<file path="src/rtl/qdac_pkg.sv">
package qdac_pkg;
  typedef enum logic [1:0] {
    S_IDLE = 2'd0,
    S_LO   = 2'd1,
    S_HI   = 2'd2,
    S_LOAD = 2'd3
  } tx_state_e;
endpackage

</file>
<file path="src/rtl/qdac_phase_timer.sv">
module qdac_phase_timer #(
  parameter int unsigned CW = 10
) (
  input  logic          clk_i,
  input  logic          rst_ni,
  input  logic          start_i,
  input  logic [CW-1:0] len_i,
  output logic          done_o
);
  logic [CW-1:0] cnt_q;

  always_ff @(posedge clk_i or negedge rst_ni) begin
    if (!rst_ni)            cnt_q <= '0;
    else if (start_i)       cnt_q <= len_i;
    else if (cnt_q != '0)   cnt_q <= cnt_q - 1'b1;
  end

  assign done_o = (cnt_q == '0);


  timer_dec_chk: assert property (@(posedge clk_i) disable iff (!rst_ni)
    (!start_i && cnt_q != '0) |=> (cnt_q == $past(cnt_q) - 1'b1));
endmodule

</file>
<file path="src/rtl/qdac_frame_shifter.sv">
module qdac_frame_shifter #(
  parameter int unsigned FRAME_W = 11
) (
  input  logic               clk_i,
  input  logic               rst_ni,
  input  logic               load_i,
  input  logic [FRAME_W-1:0] frame_i,
  input  logic               shift_i,
  output logic               data_o,
  output logic               last_o
);
  localparam int unsigned IDX_W = $clog2(FRAME_W);

  logic [FRAME_W-1:0] sreg_q;
  logic [IDX_W-1:0]   idx_q;

  always_ff @(posedge clk_i or negedge rst_ni) begin
    if (!rst_ni) begin
      sreg_q <= '0;
      idx_q  <= '0;
    end else if (load_i) begin
      sreg_q <= frame_i;
      idx_q  <= '0;
    end else if (shift_i) begin
      sreg_q <= {sreg_q[FRAME_W-2:0], 1'b0};
      idx_q  <= idx_q + 1'b1;
    end
  end

  assign data_o = sreg_q[FRAME_W-1];
  assign last_o = (idx_q == IDX_W'(FRAME_W - 1));


  shift_bound_chk: assert property (@(posedge clk_i) disable iff (!rst_ni)
    shift_i |-> !last_o);
endmodule

</file>
<file path="src/rtl/qdac_ldac_pulser.sv">
module qdac_ldac_pulser #(
  parameter int unsigned CW = 10
) (
  input  logic          clk_i,
  input  logic          rst_ni,
  input  logic          trig_i,
  input  logic [CW-1:0] len_i,
  output logic          ldac_no
);
  logic active_q;
  logic start;
  logic done;

  assign start = trig_i && !active_q;

  qdac_phase_timer #(.CW(CW)) u_timer (
    .clk_i   (clk_i),
    .rst_ni  (rst_ni),
    .start_i (start),
    .len_i   (len_i),
    .done_o  (done)
  );

  always_ff @(posedge clk_i or negedge rst_ni) begin
    if (!rst_ni)                 active_q <= 1'b0;
    else if (start)              active_q <= 1'b1;
    else if (active_q && done)   active_q <= 1'b0;
  end

  assign ldac_no = !active_q;


  ldac_hold_chk: assert property (@(posedge clk_i) disable iff (!rst_ni)
    (!ldac_no && !done) |=> !ldac_no);
endmodule

</file>
<file path="src/rtl/qdac_cmd_tx.sv">
module qdac_cmd_tx
  import qdac_pkg::*;
#(
  parameter int unsigned DIV_W  = 8,
  parameter int unsigned CHAN_W = 2,
  parameter int unsigned VAL_W  = 8
) (
  input  logic              clk_i,
  input  logic              rst_ni,
  input  logic [DIV_W-1:0]  div_i,
  input  logic              auto_upd_i,
  input  logic              req_valid_i,
  output logic              req_ready_o,
  input  logic [CHAN_W-1:0] req_chan_i,
  input  logic              req_gain_i,
  input  logic [VAL_W-1:0]  req_value_i,
  input  logic              upd_req_i,
  output logic              sclk_o,
  output logic              sdata_o,
  output logic              load_no,
  output logic              ldac_no
);
  localparam int unsigned FRAME_W = CHAN_W + 1 + VAL_W;
  localparam int unsigned CW      = DIV_W + 2;

  tx_state_e state_q, state_d;
  logic      sclk_q, load_nq;
  logic      t_start, t_done;
  logic [CW-1:0] t_len;
  logic      sh_load, sh_shift, sh_last;
  logic      auto_trig;

  logic [CW-1:0] len_phase, len_bit;
  assign len_phase = {2'b00, div_i};
  assign len_bit   = {1'b0, div_i, 1'b1};  // 2*(div+1)-1

  always_comb begin
    state_d   = state_q;
    t_start   = 1'b0;
    t_len     = len_phase;
    sh_load   = 1'b0;
    sh_shift  = 1'b0;
    auto_trig = 1'b0;
    unique case (state_q)
      S_IDLE: if (req_valid_i) begin
        state_d = S_LO;
        t_start = 1'b1;
        sh_load = 1'b1;
      end
      S_LO: if (t_done) begin
        state_d = S_HI;
        t_start = 1'b1;
      end
      S_HI: if (t_done) begin
        t_start = 1'b1;
        if (sh_last) begin
          state_d = S_LOAD;
          t_len   = len_bit;
        end else begin
          state_d  = S_LO;
          sh_shift = 1'b1;
        end
      end
      S_LOAD: if (t_done) begin
        state_d   = S_IDLE;
        auto_trig = auto_upd_i;
      end
      default: state_d = S_IDLE;
    endcase
  end

  always_ff @(posedge clk_i or negedge rst_ni) begin
    if (!rst_ni) begin
      state_q <= S_IDLE;
      sclk_q  <= 1'b0;
      load_nq <= 1'b1;
    end else begin
      state_q <= state_d;
      sclk_q  <= (state_d == S_HI);
      load_nq <= (state_d != S_LOAD);
    end
  end

  qdac_phase_timer #(.CW(CW)) u_phase (
    .clk_i   (clk_i),
    .rst_ni  (rst_ni),
    .start_i (t_start),
    .len_i   (t_len),
    .done_o  (t_done)
  );

  qdac_frame_shifter #(.FRAME_W(FRAME_W)) u_shift (
    .clk_i   (clk_i),
    .rst_ni  (rst_ni),
    .load_i  (sh_load),
    .frame_i ({req_chan_i, req_gain_i, req_value_i}),
    .shift_i (sh_shift),
    .data_o  (sdata_o),
    .last_o  (sh_last)
  );

  qdac_ldac_pulser #(.CW(CW)) u_ldac (
    .clk_i   (clk_i),
    .rst_ni  (rst_ni),
    .trig_i  (upd_req_i || auto_trig),
    .len_i   (len_bit),
    .ldac_no (ldac_no)
  );

  assign sclk_o      = sclk_q;
  assign load_no     = load_nq;
  assign req_ready_o = (state_q == S_IDLE);


  data_stable_hi_chk: assert property (@(posedge clk_i) disable iff (!rst_ni)
    sclk_o |-> $stable(sdata_o));


  load_after_last_chk: assert property (@(posedge clk_i) disable iff (!rst_ni)
    $fell(load_no) |-> $past(sh_last));


  busy_during_load_chk: assert property (@(posedge clk_i) disable iff (!rst_ni)
    !load_no |-> !req_ready_o);


  idle_lines_chk: assert property (@(posedge clk_i) disable iff (!rst_ni)
    req_ready_o |-> (!sclk_o && load_no));


  auto_ldac_chk: assert property (@(posedge clk_i) disable iff (!rst_ni)
    ($rose(load_no) && $past(auto_upd_i)) |-> !ldac_no);
endmodule

</file>
<file path="config.mk">
export PLATFORM = sky130hd
export DESIGN_NAME = qdac_cmd_tx
export DESIGN_NICKNAME = d
export VERILOG_FILES = /design/src/rtl/qdac_pkg.sv /design/src/rtl/qdac_phase_timer.sv /design/src/rtl/qdac_frame_shifter.sv /design/src/rtl/qdac_ldac_pulser.sv /design/src/rtl/qdac_cmd_tx.sv
export SDC_FILE = /design/constraint.sdc
export NUM_CORES = 1
export LEC_CHECK = 0
export BUFFER_PORTS_ARGS = -buffer_cell sky130_fd_sc_hd__buf_2
export CORE_UTILIZATION = 40
export CTS_BUF_LIST = sky130_fd_sc_hd__clkbuf_8
export DETAILED_ROUTE_END_ITERATION = 8
export GPL_TIMING_DRIVEN = 1
export PLACE_DENSITY = 0.57
export SKIP_CTS_REPAIR_TIMING = 1
export SLEW_MARGIN = 20
export SYNTH_ARGS = -nofsm -noshare
export SYNTH_HDL_FRONTEND = slang
export SYNTH_SLANG_ARGS = --single-unit
</file>
<file path="constraint.sdc">
create_clock -name clk_i -period 2.4 [get_ports clk_i]
set_clock_uncertainty 0.1 [all_clocks]
set_input_delay 0.24 -clock clk_i [delete_from_list [all_inputs] [get_ports clk_i]]
set_output_delay 0.24 -clock clk_i [all_outputs]
set_load 0.05 [all_outputs]
</file>
==> out/results.tsv <==
stage	metric	value	unit
global_routing	initial antenna violation count	0	
setup_path	crit-path max FO	9	
synthesis	Yosys top cell area share	0.402	
clocking	H-tree Lvls	2	
run_status	failing checks	hold timing	
placed_design	DPL Wire Length	3760	um
synthesis	Primary FF master, synth	dfrtp_1	
die	die area	0.00639	mm^2
die	die width	79.9	um
synthesis	part of the Yosys area used for sequential elements	0.413	
clocking	clock buffer depth	2	
sta	TNS Setup	0	ns
route	starting DRC count in detailed routing	116	
flow_run	Max-cap violations	0	
sta	RSZ-0062 raised after global routing	no	
layout	highest-count cells in the layout ignoring fill and taps	dfrtp_1 (39), buf_2 (28), nor2_1 (21)	
setup_path	Setup crit end kind	register	
global_routing	Total GRT Usage	0.177	
pwr	peak supply drop	0.496	mV
worst_hold_path	Hold Path Class	in -> async	
setup_path	delay-heaviest family, CP	simple AND/OR/NAND/NOR gates	
global_routing	largest net degree at the start of global routing	41	
layout	share of post-route cells with drive strength above 1	0.235	
sta	measured slew at the worst slew-check pin	0.903	ns
die	Ports	29	
synthesis	Net Count, Synth	284	
sta	hold_ws	-0.0258	ns
clocking	clock sinks	40	
clocking	Root Driver	clkbuf_8	
route	Final ANT Viol Nets	0	
synthesis	Syn Area/Cell	9.71	um^2
clocking	Skew-Pair Late Insertion Delay	0.30	ns
global_routing	first-pass GRT wire length	8670	um
global_routing	vias in the first global route	1875	
die	Starting Density	0.413	
synthesis	Post-synth EDFFs	0	
die	Core Footprint	0.00589	mm^2
clocking	CTS tree	yes	
synthesis	unique cell type count in the Yosys netlist	48	
clocking	TritonCTS buffer count	5	
synthesis	area leader, netlist	dfrtp_1	
route	Total Routed Length	5240	um
die	FP Rows	28	
layout	Util after Layout	0.480	
global_routing	Remaining Overflow, GRT	0	
sta	FMAX	438	MHz
setup_path	critical path class	reg -> reg	
synthesis	#FFs+latches synth	40	
run_status	outcome	finished, violations left	
synthesis	ranking of synthesized cells by area	dfrtp_1 (40%), mux2i_1 (6.2%), ha_1 (5.2%)	
route	DRC Markers	0	
layout	fillers	582	
sta	Tcrit/Tclk final	0.950	
route	routed via count	1994	
placed_design	routability congestion estimate from global placement	0.797	
synthesis	Synth Cell Area	0.00243	mm^2
synthesis	post-synthesis cell count	250	
route	DR vias/cell	5.48	
synthesis	asr flop ratio synth	1.00	
sta	final slew viol count	0	
layout	ANT cells	0	
sta	setup violators final	0	
sta	final hold vios	39	
pwr	leakage power	1.20	nW
sta	Max-slew headroom	0.398	
setup_path	slowest CP cell	or4_1	
placed_design	Port Buffer Count	28	
setup_path	CP cell instances	or4_1 > buf_4 > nor4_4 > buf_4 > mux2i_1 > a22oi_2	
setup_path	max incr delay on CP	0.69	ns
layout	nets@finish	322	
sta	Period minus WS final	2.28	ns
synthesis	synth warn	0	
setup_path	WP data arrival	2.34	ns
layout	Syn-to-layout area delta	16.3	%
setup_path	startpoint type of the worst setup path	register	
setup_path	CP bufs+invs	2	
clocking	Worst-path clk slew	0.08	ns
setup_path	WP data required	2.46	ns
setup_path	CP most frequent cell	buf_4	
layout	commonest non-fill, non-tap cell in the layout	dfrtp_1	
route	DR WL/cell	14.4	um
pwr	power density over the cells	1010	mW/mm^2
die	die height	79.9	um
route	DR pass1 iterations	4	
worst reg2reg max path: stages (launching register included):
cell     delay [ns]
dfrtp_1        0.43
or4_1          0.70
buf_4          0.21
nor4_4         0.19
buf_4          0.23
mux2i_1        0.24
a22oi_2        0.07
logic make-up (layout without fill, tap and decap cells):
| kind of cell | after synthesis | count (layout) | share of synthesized area |
|---|---|---|---|
| compound gates | 65 | 65 | 0.192 |
| fa+ha+maj | 10 | 10 | 0.0515 |
| flops | 40 | 40 | 0.413 |
| buf+inv | 25 | 64 | 0.0453 |
| simple gates | 83 | 83 | 0.191 |
| mux | 17 | 17 | 0.0711 |
| xor+xnor | 10 | 10 | 0.0361 |
power breakdown:
part / switching, mW / internal, mW
clock: 0.242 / 0.203
sequential: 0.227 / 0.933
combinational: 0.698 / 0.537
sequential cells by signal, summed over array words and instances, names as in the netlist:
register and cells:
u_shift.sreg_q 11, sclk_o 1, u_ldac.active_q 1, u_shift.idx_q 4, load_no 1, state_q 2
u_ldac.u_timer.cnt_q 10, u_phase.cnt_q 10
area by class of cell:
class	instances	area, um^2	area share
clock inverters	3	18.8	0.00665
multi-input cells	185	1320	0.468
flip-flops and latches	40	1000	0.355
well taps	75	93.8	0.0332
inverters	12	45.0	0.0160
clock buffers	5	68.8	0.0244
repair buffers	44	273	0.0966
final timing paths:
| kind | cells after the start | slack, ns | from | end |
|---|---|---|---|---|
| min in group clk_i | 3 | 0.06 | req_value_i[0] | u_shift.sreg_q[0] |
| setup / recovery | 6 | 0.12 | u_phase.cnt_q[7] | u_phase.cnt_q[3] |
| hold reg to reg | 2 | 0.45 | u_shift.sreg_q[0] | u_shift.sreg_q[1] |
| setup reg to reg | 6 | 0.12 | u_phase.cnt_q[7] | u_phase.cnt_q[3] |
| hold / removal | 1 | -0.03 | rst_ni | sclk_o |
| max in group asynchronous | 1 | 1.66 | rst_ni | u_phase.cnt_q[5] |
synthesized netlist by cell type, types with 2 or more instances:
cell type and instances:
a311oi_1 3, nor2_1 21, a31oi_1 12, or4_1 3, mux2_2 2, nor2b_1 2
buf_2 4, and2_1 2, o41ai_4 2, dfrtp_1 39, inv_1 11, nand2b_1 5
or3_1 2, a211oi_1 3, nor3_1 5, clkbuf_1 6, nand3b_1 4, a21oi_1 9
a21oi_2 3, mux2i_1 15, nand4b_1 2, nor4_1 5, nand3_1 15, o21ai_0 17
ha_1 10, xnor2_1 8, xor2_1 2, o31ai_1 8, nand2_1 11
layer usage:
| layer | vias up | share of wire | track usage |
|---|---|---|---|
| li1 | 993 | - | - |
| met1 | 955 | 0.49 | 0.239 |
| met2 | 37 | 0.46 | 0.285 |
| met3 | 9 | 0.032 | 0.0343 |
| met4 | 0 | 0.014 | 0.0536 |
| met5 | - | 0 | 0 |
metrics by stage:
| step | total power, mW | area [um^2] | cells | setup slack [ns] | hold WS [ns] |
|---|---|---|---|---|---|
| detailed placement | 2.41 | 2740 | 356 | 0.131 | 0.333 |
| global route | 3.07 | 2820 | 364 | 0.00817 | 0.0406 |
| finish | 2.84 | 2820 | 364 | 0.119 | -0.0258 |
| floorplan | 2.08 | 2430 | 250 | 0.207 | -0.156 |
| global placement | 2.39 | 2740 | 356 | 0.166 | 0.336 |
| CTS | 2.86 | 2820 | 364 | 0.124 | 0.0153 |
No activity file was read; power rests on OpenSTA's default activity.
